## config.mk

```make
export PLATFORM = sky130hd
export DESIGN_NAME = ultrasonic_ranger
export DESIGN_NICKNAME = d
export VERILOG_FILES = /design/src/rtl/ranger_pkg.sv /design/src/rtl/ranger_ctrl.sv /design/src/rtl/ranger_datapath.sv /design/src/rtl/ultrasonic_ranger.sv
export SDC_FILE = /design/constraint.sdc
export NUM_CORES = 1
export LEC_CHECK = 0
export ABC_AREA = 1
export BUFFER_PORTS_ARGS = -buffer_cell sky130_fd_sc_hd__buf_4
export CELL_PAD_IN_SITES_DETAIL_PLACEMENT = 1
export CELL_PAD_IN_SITES_GLOBAL_PLACEMENT = 1
export CORE_ASPECT_RATIO = 1.75
export CORE_MARGIN = 2
export CORE_UTILIZATION = 40
export CTS_BUF_LIST = sky130_fd_sc_hd__clkbuf_4 sky130_fd_sc_hd__clkbuf_8 sky130_fd_sc_hd__clkbuf_16
export DETAILED_ROUTE_END_ITERATION = 8
export HOLD_SLACK_MARGIN = 0.15
export PLACE_DENSITY = 0.77
export SYNTH_ARGS = -nofsm -noshare
export SYNTH_HDL_FRONTEND = slang
export SYNTH_SLANG_ARGS = --single-unit
export TNS_END_PERCENT = 100
```

## constraint.sdc

```tcl
create_clock -name clk -period 2 [get_ports clk]
set_input_delay 0.1 -clock clk [delete_from_list [all_inputs] [get_ports clk]]
set_output_delay 0.1 -clock clk [all_outputs]
set_load 0.01 [all_outputs]
```

## src/rtl/ranger_pkg.sv

```systemverilog
package ranger_pkg;

  // Strobes passed from the control unit to the datapath each clock.
  typedef struct packed {
    logic tick;      // one-cycle microsecond enable
    logic echoHigh;  // synchronized echo level
    logic capture;   // accepted echo just fell: store the measured result
    logic forceOver; // accepted echo still high at interval start
  } rangerCtrl_t;

endpackage

```

## src/rtl/ranger_ctrl.sv

```systemverilog
module ranger_ctrl
  import ranger_pkg::*;
#(
  parameter int TICK_DIV    = 50,
  parameter int PERIOD_US   = 300000,
  parameter int TRIG_US     = 12,
  parameter int SYNC_STAGES = 2
) (
  input  logic        clk,
  input  logic        rstN,
  input  logic        echoIn,
  output logic        trigOut,
  output rangerCtrl_t ctrl
);

  localparam int DIV_W = (TICK_DIV > 1) ? $clog2(TICK_DIV) : 1;
  localparam int PER_W = (PERIOD_US > 1) ? $clog2(PERIOD_US) : 1;

  logic [DIV_W-1:0]     divCnt;
  logic [PER_W-1:0]     perCnt;
  logic [SYNC_STAGES:0] syncQ;
  logic                 armed;

  logic tick, periodEnd, trigActive;
  logic echoLvl, echoPrev, echoRise, echoFall;

  // microsecond enable
  assign tick = (divCnt == DIV_W'(TICK_DIV - 1));

  always_ff @(posedge clk or negedge rstN) begin
    if (!rstN)     divCnt <= '0;
    else if (tick) divCnt <= '0;
    else           divCnt <= divCnt + 1'b1;
  end

  // repetition interval, counted in microseconds
  assign periodEnd  = tick && (perCnt == PER_W'(PERIOD_US - 1));
  assign trigActive = (perCnt < PER_W'(TRIG_US));

  always_ff @(posedge clk or negedge rstN) begin
    if (!rstN)          perCnt <= '0;
    else if (periodEnd) perCnt <= '0;
    else if (tick)      perCnt <= perCnt + 1'b1;
  end

  assign trigOut = trigActive;

  // echo synchronizer plus one extra stage for edge detection
  always_ff @(posedge clk or negedge rstN) begin
    if (!rstN) syncQ <= '0;
    else       syncQ <= {syncQ[SYNC_STAGES-1:0], echoIn};
  end

  assign echoLvl  = syncQ[SYNC_STAGES-1];
  assign echoPrev = syncQ[SYNC_STAGES];
  assign echoRise = echoLvl & ~echoPrev;
  assign echoFall = ~echoLvl & echoPrev;

  // acceptance: echo must rise after the trigger pulse has ended
  always_ff @(posedge clk or negedge rstN) begin
    if (!rstN)                          armed <= 1'b0;
    else if (ctrl.capture || ctrl.forceOver) armed <= 1'b0;
    else if (echoRise && !trigActive)   armed <= 1'b1;
  end

  always_comb begin
    ctrl.tick      = tick;
    ctrl.echoHigh  = echoLvl;
    ctrl.capture   = armed && echoFall;
    ctrl.forceOver = armed && periodEnd && !echoFall;
  end

endmodule

```

## src/rtl/ranger_datapath.sv

```systemverilog
module ranger_datapath
  import ranger_pkg::*;
#(
  parameter int MAX_US = 60000,
  parameter int DIST_W = 19
) (
  input  logic              clk,
  input  logic              rstN,
  input  rangerCtrl_t       ctrl,
  output logic [DIST_W-1:0] distance,
  output logic              distValid,
  output logic              overRange
);

  localparam int CNT_W  = $clog2(MAX_US + 1);
  localparam int PROD_W = CNT_W + 5;
  localparam logic [DIST_W-1:0] ALL_ONES = {DIST_W{1'b1}};

  logic [CNT_W-1:0]  widthCnt;
  logic [PROD_W-1:0] product;
  logic [DIST_W-1:0] prodFit;
  logic              fits, saturated, badRange;

  // echo width in microseconds; clears while low, stops at the limit
  assign saturated = (widthCnt == CNT_W'(MAX_US));

  always_ff @(posedge clk or negedge rstN) begin
    if (!rstN)                       widthCnt <= '0;
    else if (!ctrl.echoHigh)         widthCnt <= '0;
    else if (ctrl.tick && !saturated) widthCnt <= widthCnt + 1'b1;
  end

  // times 17 as shift plus add
  assign product = ({5'b0, widthCnt} << 4) + {5'b0, widthCnt};

  generate
    if (PROD_W > DIST_W) begin : g_narrowOut
      assign fits    = ~|product[PROD_W-1:DIST_W];
      assign prodFit = product[DIST_W-1:0];
    end else begin : g_wideOut
      assign fits    = 1'b1;
      assign prodFit = DIST_W'(product);
    end
  endgenerate

  assign badRange = saturated || !fits;

  always_ff @(posedge clk or negedge rstN) begin
    if (!rstN) begin
      distance  <= '0;
      overRange <= 1'b0;
      distValid <= 1'b0;
    end else begin
      distValid <= ctrl.capture || ctrl.forceOver;
      if (ctrl.forceOver) begin
        distance  <= ALL_ONES;
        overRange <= 1'b1;
      end else if (ctrl.capture) begin
        distance  <= badRange ? ALL_ONES : prodFit;
        overRange <= badRange;
      end
    end
  end

endmodule

```

## src/rtl/ultrasonic_ranger.sv

```systemverilog
module ultrasonic_ranger
  import ranger_pkg::*;
#(
  parameter int TICK_DIV    = 50,
  parameter int PERIOD_US   = 300000,
  parameter int TRIG_US     = 12,
  parameter int MAX_US      = 60000,
  parameter int DIST_W      = 19,
  parameter int SYNC_STAGES = 2
) (
  input  logic              clk,
  input  logic              rstN,
  input  logic              echoIn,
  output logic              trigOut,
  output logic [DIST_W-1:0] distance,
  output logic              distValid,
  output logic              overRange
);

  rangerCtrl_t ctrl;

  ranger_ctrl #(
    .TICK_DIV   (TICK_DIV),
    .PERIOD_US  (PERIOD_US),
    .TRIG_US    (TRIG_US),
    .SYNC_STAGES(SYNC_STAGES)
  ) i_ctrl (
    .clk    (clk),
    .rstN   (rstN),
    .echoIn (echoIn),
    .trigOut(trigOut),
    .ctrl   (ctrl)
  );

  ranger_datapath #(
    .MAX_US(MAX_US),
    .DIST_W(DIST_W)
  ) i_datapath (
    .clk      (clk),
    .rstN     (rstN),
    .ctrl     (ctrl),
    .distance (distance),
    .distValid(distValid),
    .overRange(overRange)
  );

endmodule

```

==> results by group, run 1 <==
Run status
  • Result of the run: finished, violations left
  • Failing checks: negative setup slack

Clock tree
  • TritonCTS clock tree: yes
  • H-tree Lvls: 3
  • CTS clock-pin slew for the worst setup and hold paths: 60 ps
  • Clk Latency, worst-skew pair: 350 ps
  • CTS buffer count: 9
  • Root buf cell: clkbuf_16
  • Clock sink count: 66
  • CTS Buffer Depth: 2

Synthesis
  • Register bit total from synthesis: 66
  • Mapped Avg Cell Area: 7.32 sq um
  • Async SR Flop Fraction: 1.00
  • Post-synth top cells: 114 x nand2_1, 112 x nor2_1, 67 x inv_1
  • Most frequent cell after synthesis: nand2_1
  • Synth warn: 0
  • Seq/Total Area, Yosys: 0.402
  • Post-Syn Area: 4110 sq um
  • Post-Synthesis Cells: 562
  • Synth cell types: 36
  • Largest area contributor in the netlist: dfrtp_1
  • Syn Nets: 583
  • EDFF count, synth: 0
  • Top cells by area, synth: dfrtp_1 40%, nand2_1 10%, nor2_1 10%
  • Yosys top cell area share: 0.402
  • Top_reg_cell synth: dfrtp_1

Critical path
  • Critical path depth: 13
  • FF-to-FF Start: i_datapath.widthCnt[0]$_DFFE_PN0P_
  • Worst R2R Path Depth: 13
  • CP top delay family: simple AND/OR/NAND/NOR gates
  • Setup CP Type: register to register
  • CP arrival: 2460 ps
  • WP data required: 2270 ps
  • Worst path bufs/invs: 3
  • Critical Path End Type: register
  • Cells along the critical path: ha_2, inv_2, fa_2, nand3b_1, nand2_2, nand3_2, nand3_2, nand2_1, nand4_1, buf_6, buf_4, nor2_1, nor2_1
  • Slowest-stage cell, CP: dfrtp_1
  • End point of the critical path: i_datapath.distance[10]$_DFFE_PN0P_
  • Reg2Reg Capture Point: i_datapath.distance[10]$_DFFE_PN0P_
  • Startpoint Class: register
  • Reg2Reg Setup Slack: -190 ps
  • Max incr delay on CP: 410 ps
  • Crit path launch: i_datapath.widthCnt[0]$_DFFE_PN0P_
  • CP Max Fanout: 5

Die
  • IO Pins: 25
  • Core Region: 10,100 sq um
  • Die Area: 11,100 sq um
  • Initial core utilization: 0.407
  • FP Rows: 49
  • Die Ht: 138 microns
  • Die Width: 80.7 microns

Hold path
  • Type of the worst min-delay path: register to register

Placement
  • Pre-CTS setup slack: -125 ps
  • Buffers added on ports: 24
  • HPWL Detailed: 9970 microns
  • RePlAce Congestion: 0.892

STA
  • Worst Tran Pin Value: 890 ps
  • PnR worst setup slack: -190 ps
  • Fmax: 0.457 GHz
  • Slew HR: 0.407
  • # setup viols final: 21
  • RSZ-0062 raised after global routing: yes
  • Max-slew violations: 0
  • Final Cycle Share: 1.09
  • Hold_ws: 354 ps
  • Tmin final: 2190 ps
  • Max Clock Skew: 7.20 ps
  • Setup TNS: -2980 ps
  • Final Hold Fails: 0

Finish
  • Layout filler cell count: 1,235
  • Number of nets in the layout: 679
  • Proportion of layout cells with a drive suffix above 1: 0.323
  • Post-layout util: 0.559
  • ANT cells: 0
  • Layout area overhead: 37.6%

Global routing
  • GRT Total Usage: 0.267
  • Vias in the first global route: 4,646
  • Overflow after GRT: 0
  • Largest net degree at the start of global routing: 67
  • First-pass GRT wire length: 22,700 microns
  • Initial antenna violation count: 0

Drt
  • Residual DRC: 0
  • Detailed Routing Iterations Pass 1: 4
  • Iteration-0 DRC Markers: 230
  • Routed WL: 15,900 microns
  • Via density: 5.51
  • Via count: 4,350
  • Routed Antenna Nets: 0
  • Per-cell routed wire length: 20.1 microns

Run
  • Max Cap Viol: 0

Power and ir drop
  • Pwr/cell area: 537 nW/um^2
  • Peak supply drop: 0.406 mV
  • Leak Pwr: 2.84 nW
  • PnR Total Power: 3.04 mW
## cells by family after synthesis
logic type | count (synthesis) | synth area share
and+or+nand+nor | 325 | 0.350
buffers and inverters | 82 | 0.0818
DFF | 66 | 0.402
AOI/OAI and AO/OA | 52 | 0.0691
xor gates and xnor gates | 19 | 0.0405
adders and majority gates | 18 | 0.0566
## worst min-delay path by stage
stage               slack [ps]  cells past startpoint                   endpoint                      start
finish                     350                      0  i_ctrl.syncQ[1]$_DFF_PN0_  i_ctrl.syncQ[0]$_DFF_PN0_
global route               370                      0  i_ctrl.syncQ[1]$_DFF_PN0_  i_ctrl.syncQ[0]$_DFF_PN0_
CTS                        360                      0  i_ctrl.syncQ[1]$_DFF_PN0_  i_ctrl.syncQ[0]$_DFF_PN0_
detailed placement         210                      1  i_ctrl.syncQ[0]$_DFF_PN0_                     echoIn
global placement           210                      1  i_ctrl.syncQ[0]$_DFF_PN0_                     echoIn
floorplan                 -200                      0   i_ctrl.armed$_DFFE_PN0P_                       rstN
## report_power, final
part / switching [mW] / leakage [nW] / internal, mW
Combinational: 0.0380 / 1.81 / 0.00845
Sequential: 0.00198 / 0.891 / 1.34
Clock: 0.671 / 0.139 / 0.982
Total: 0.711 / 2.84 / 2.33
## layout make-up
class	instances	area, sq um	share of cell area
multi-input cells	414	2500	0.442
inverters	72	274	0.0484
clock inverters	6	66.3	0.0117
flip-flops and latches	66	1660	0.293
well taps	127	159	0.0281
clock buffers	10	233	0.0411
repair buffers	95	764	0.135
## cell usage in the layout, fill, tap and decap left out, types with 2 or more instances in the layout
master         count
nor2_1            95
nand2_1           93
buf_4             83
inv_1             59
dfrtp_1           59
nand3_1           26
nand4_1           23
nand2_2           22
nor2_2            19
o21ai_0           16
nor3_1            16
a21oi_1           15
xor2_1            14
inv_2             10
ha_4              10
clkbuf_16          9
buf_6              9
nor2_4             7
dfrtp_2            7
nand3_2            6
ha_1               6
o31ai_1            5
o21ai_1            5
nand2_4            4
a21oi_2            4
xnor2_1            4
nand3b_1           3
nor3_2             3
clkinvlp_4         3
clkinv_2           2
nor4_1             2
o21bai_1           2
a21oi_4            2
dlygate4sd3_1      2
## per-stage QoR
step	std cells	cell area (sq um)
finish	790	5660
global route	790	5660
CTS	779	5350
detailed placement	751	4750
global placement	751	4750
floorplan	562	4120
## registers in the layout, indices dropped and copies added (netlist names)
register and count:
i_ctrl.perCnt 19, i_datapath.distance 19, i_datapath.widthCnt 16, i_ctrl.divCnt 6
i_ctrl.syncQ 3, i_ctrl.armed 1, i_datapath.distValid 1, i_datapath.overRange 1
## timing repair
item,CTS,global route
hold buffers,2,0
gates resized for setup,41,73
hold endpoints to repair,67,0
pin swaps,10,34
setup buffers,7,12
gates cloned,3,0
endpoints found under the setup margin,21,39
## routing by layer
layer  part of all wire  track usage
met1               0.34        0.255
met2               0.56        0.504
met3              0.027       0.0379
met4              0.070        0.175
met5                  0            0
## worst register-to-register path, delay by kind of cell, from the launching register on
family                     cells  cell delay, ps
adders and majority gates      2             550
buffers and inverters          3             370
and+or+nand+nor                8             790
DFF                            1             410
Power figures use the tool's default switching activity.
==> run 2, diff against run 1 <==
--- a/config.mk
+++ b/config.mk
@@ -5,7 +5,6 @@
 export SDC_FILE = /design/constraint.sdc
 export NUM_CORES = 1
 export LEC_CHECK = 0
-export ABC_AREA = 1
 export BUFFER_PORTS_ARGS = -buffer_cell sky130_fd_sc_hd__buf_4
 export CELL_PAD_IN_SITES_DETAIL_PLACEMENT = 1
 export CELL_PAD_IN_SITES_GLOBAL_PLACEMENT = 1
@@ -15,7 +14,7 @@
 export CTS_BUF_LIST = sky130_fd_sc_hd__clkbuf_4 sky130_fd_sc_hd__clkbuf_8 sky130_fd_sc_hd__clkbuf_16
 export DETAILED_ROUTE_END_ITERATION = 8
 export HOLD_SLACK_MARGIN = 0.15
-export PLACE_DENSITY = 0.77
+export PLACE_DENSITY = 0.74
 export SYNTH_ARGS = -nofsm -noshare
 export SYNTH_HDL_FRONTEND = slang
 export SYNTH_SLANG_ARGS = --single-unit
==> run 2 against run 1 <==
Net effect: the run still ends with negative setup slack left; sequential power hardly changed; global-route usage decreased by 0.24 points; largest cell class unchanged; non-clock buffer count rose by 28; sequential share of layout area increased by 1.1 points; combinational power down 4%; wire length fell by 18%; power grew 1.3%; clock skew is 3.3 ps higher; worst hold slack got worse by 57 ps.
==> results by group, run 2 <==
STA
  • Max Clock Skew: 10.5 ps
  • Setup TNS: -12,490 ps
  • Fmax: 0.387 GHz
  • Hold_ws: 298 ps
  • Tmin final: 2590 ps
  • RSZ-0062 raised after global routing: yes
  • Slew HR: 0.529
  • Max-slew violations: 0
  • Final Hold Fails: 0
  • Final Cycle Share: 1.29
  • Worst Tran Pin Value: 705 ps
  • # setup viols final: 32
  • PnR worst setup slack: -586 ps

Synthesis
  • Synth Area in Compound Gates: 0.153
  • Synth cell types: 49
  • Largest family of logic cells by synthesized area: simple AND/OR/NAND/NOR gates
  • Mapped Avg Cell Area: 9.72 sq um
  • Top cells by area, synth: dfrtp_1 45%, xnor2_1 6.9%, ha_1 5.8%
  • Synth Area in Adders: 0.0633
  • Async SR Flop Fraction: 1.00
  • Post-synth top cells: 66 x dfrtp_1, 43 x nor2_1, 29 x xnor2_1
  • Synth warn: 0
  • Syn Nets: 399
  • Post-Synth XOR/XNOR Area: 0.0953
  • Register bit total from synthesis: 66
  • Largest area contributor in the netlist: dfrtp_1
  • Top_reg_cell synth: dfrtp_1
  • Seq/Total Area, Yosys: 0.449
  • Yosys top cell area share: 0.449
  • Mux cell area share after synthesis: 0
  • Post-Syn Area: 3680 sq um
  • Most frequent cell after synthesis: dfrtp_1
  • Post-Synthesis Cells: 378
  • Simple logic cell fraction of the synthesized area: 0.204
  • EDFF count, synth: 0

Critical path
  • CP Max Fanout: 8
  • Reg2Reg Setup Slack: -590 ps
  • Critical Path End Type: register
  • Worst R2R Path Depth: 10
  • WP data required: 2220 ps
  • FF-to-FF Start: i_datapath.widthCnt[4]$_DFFE_PN0P_
  • Setup CP Type: register to register
  • CP arrival: 2810 ps
  • Startpoint Class: register
  • Crit path launch: i_datapath.widthCnt[4]$_DFFE_PN0P_
  • Reg2Reg Capture Point: i_datapath.distance[0]$_DFFE_PN0P_

Die
  • Die Area: 10,000 sq um
  • FP Rows: 46
  • Core Region: 8980 sq um
  • Die Ht: 131 microns
  • Initial core utilization: 0.409
  • IO Pins: 25
  • Die Width: 76.5 microns

Power and ir drop
  • PnR Total Power: 3.08 mW
  • Leak Pwr: 2.42 nW
  • Sw Pwr: 636 uW
  • Logic pwr share: 0.015
  • Pwr/cell area: 564 nW/um^2
  • Switch share: 0.207
  • Clock network fraction of design power: 0.549
  • Seq pwr share: 0.436
  • Peak supply drop: 0.546 mV
  • Internal power: 2.44 mW

Global routing
  • GRT Total Usage: 0.265
  • Largest net degree at the start of global routing: 43
  • First-pass GRT wire length: 19,900 microns
  • Vias in the first global route: 3,755
  • Initial antenna violation count: 0
  • Overflow after GRT: 0

Drt
  • Routed WL: 13,000 microns
  • Routed Antenna Nets: 0
  • Per-cell routed wire length: 21.0 microns
  • Residual DRC: 0
  • Via count: 3,450
  • Via density: 5.56
  • Detailed Routing Iterations Pass 1: 4
  • Iteration-0 DRC Markers: 171

Finish
  • Largest regs: i_ctrl.perCnt x19, i_datapath.distance x19, i_datapath.widthCnt x16
  • ANT cells: 0
  • Layout filler cell count: 1,010
  • Non-filler cells, final: 621
  • Post-layout util: 0.608
  • Layout area overhead: 48.5%
  • Final instance area: 5460 sq um
  • Most common cell after layout, fill and taps aside: buf_4
  • Proportion of layout cells with a drive suffix above 1: 0.399
  • Commonest cells after routing, fill and taps aside: 110 x buf_4, 59 x dfrtp_1, 41 x nor2_1
  • Number of nets in the layout: 517

Clock tree
  • Clk Latency, worst-skew pair: 350 ps
  • CTS buffer count: 9
  • TritonCTS clock tree: yes
  • Root buf cell: clkbuf_16
  • H-tree Lvls: 3
  • CTS clock-pin slew for the worst setup and hold paths: 60 ps
  • CTS Buffer Depth: 2
  • Clock sink count: 66

Placement
  • DP Area: 4660 sq um
  • RePlAce Congestion: 0.894
  • HPWL Detailed: 8460 microns
  • Buffers added on ports: 24
  • Placed Cells: 587
  • Pre-CTS setup slack: -540 ps

Hold path
  • Type of the worst min-delay path: input port to asynchronous set/reset pin

Run status
  • Failing checks: negative setup slack
  • Result of the run: finished, violations left

Run
  • Max Cap Viol: 0
## run 2: cell count changes in the layout (fill, tap and decap cells not counted), moves of 7 or more
cell / change
o22a_1: +18
nand4_1: -15
buf_4: +27
inv_2: -7
xnor2_1: +25
nor2_1: -54
nand2_1: -67
nor2_2: -19
nor3_1: -10
nand3_1: -9
inv_1: -50
nand2_2: -20
## run 2: cell type report
cell class	count	area [sq um]	area share
clock inverter	2	35.0	0.00642
tap	120	150	0.0275
timing repair buffer	123	987	0.181
sequential	66	1660	0.304
clock buffer	14	282	0.0516
inverter	14	55.1	0.0101
multi-input combinational	282	2290	0.420
## run 2: logic make-up after synthesis
logic type | Yosys count
compound gates | 80
xor+xnor | 40
fa+ha+maj | 18
buf+inv | 30
flops | 66
simple gates | 144
## run 2: worst max path at each step
stage / end
global placement: i_datapath.distance[9]$_DFFE_PN0P_
CTS: i_datapath.distance[10]$_DFFE_PN0P_
detailed placement: i_datapath.distance[8]$_DFFE_PN0P_
global route: i_datapath.distance[6]$_DFFE_PN0P_
floorplan: i_datapath.distance[16]$_DFFE_PN0P_
finish: i_datapath.distance[0]$_DFFE_PN0P_
## run 2: metal layers
layer  vias up  wire length, microns  track usage
met3        50                   309       0.0426
li1       1594                     -            -
met2        67                  7390        0.513
met4         0                   758        0.172
met1      1739                  4550        0.259
met5         -                     0            0
## run 2: worst max-delay path: stages (launching register included)
cell      delay, ps
dfrtp_2         450
ha_4            190
inv_2            80
fa_2            220
nand2b_4        130
a21oi_1          90
o31ai_2         320
o21ai_1         160
a221o_2         470
buf_6           170
o22a_1          170
## run 2: power by group through the flow
stage / sequential (mW) / combinational, mW / clock (mW)
finish: 1.34 / 0.0448 / 1.69
floorplan: 1.36 / 0.00505 / 0
detailed placement: 1.37 / 0.0428 / 0
CTS: 1.34 / 0.0466 / 1.71
global placement: 1.36 / 0.0416 / 0
global route: 1.34 / 0.0512 / 1.75
## run 2: repair_timing
action	CTS	global route
resized for setup	38	34
hold buffers	2	0
endpoints found under the setup margin	41	44
pin swaps	17	28
hold endpoints to repair	41	0
gates cloned	2	0
setup buffers	6	10
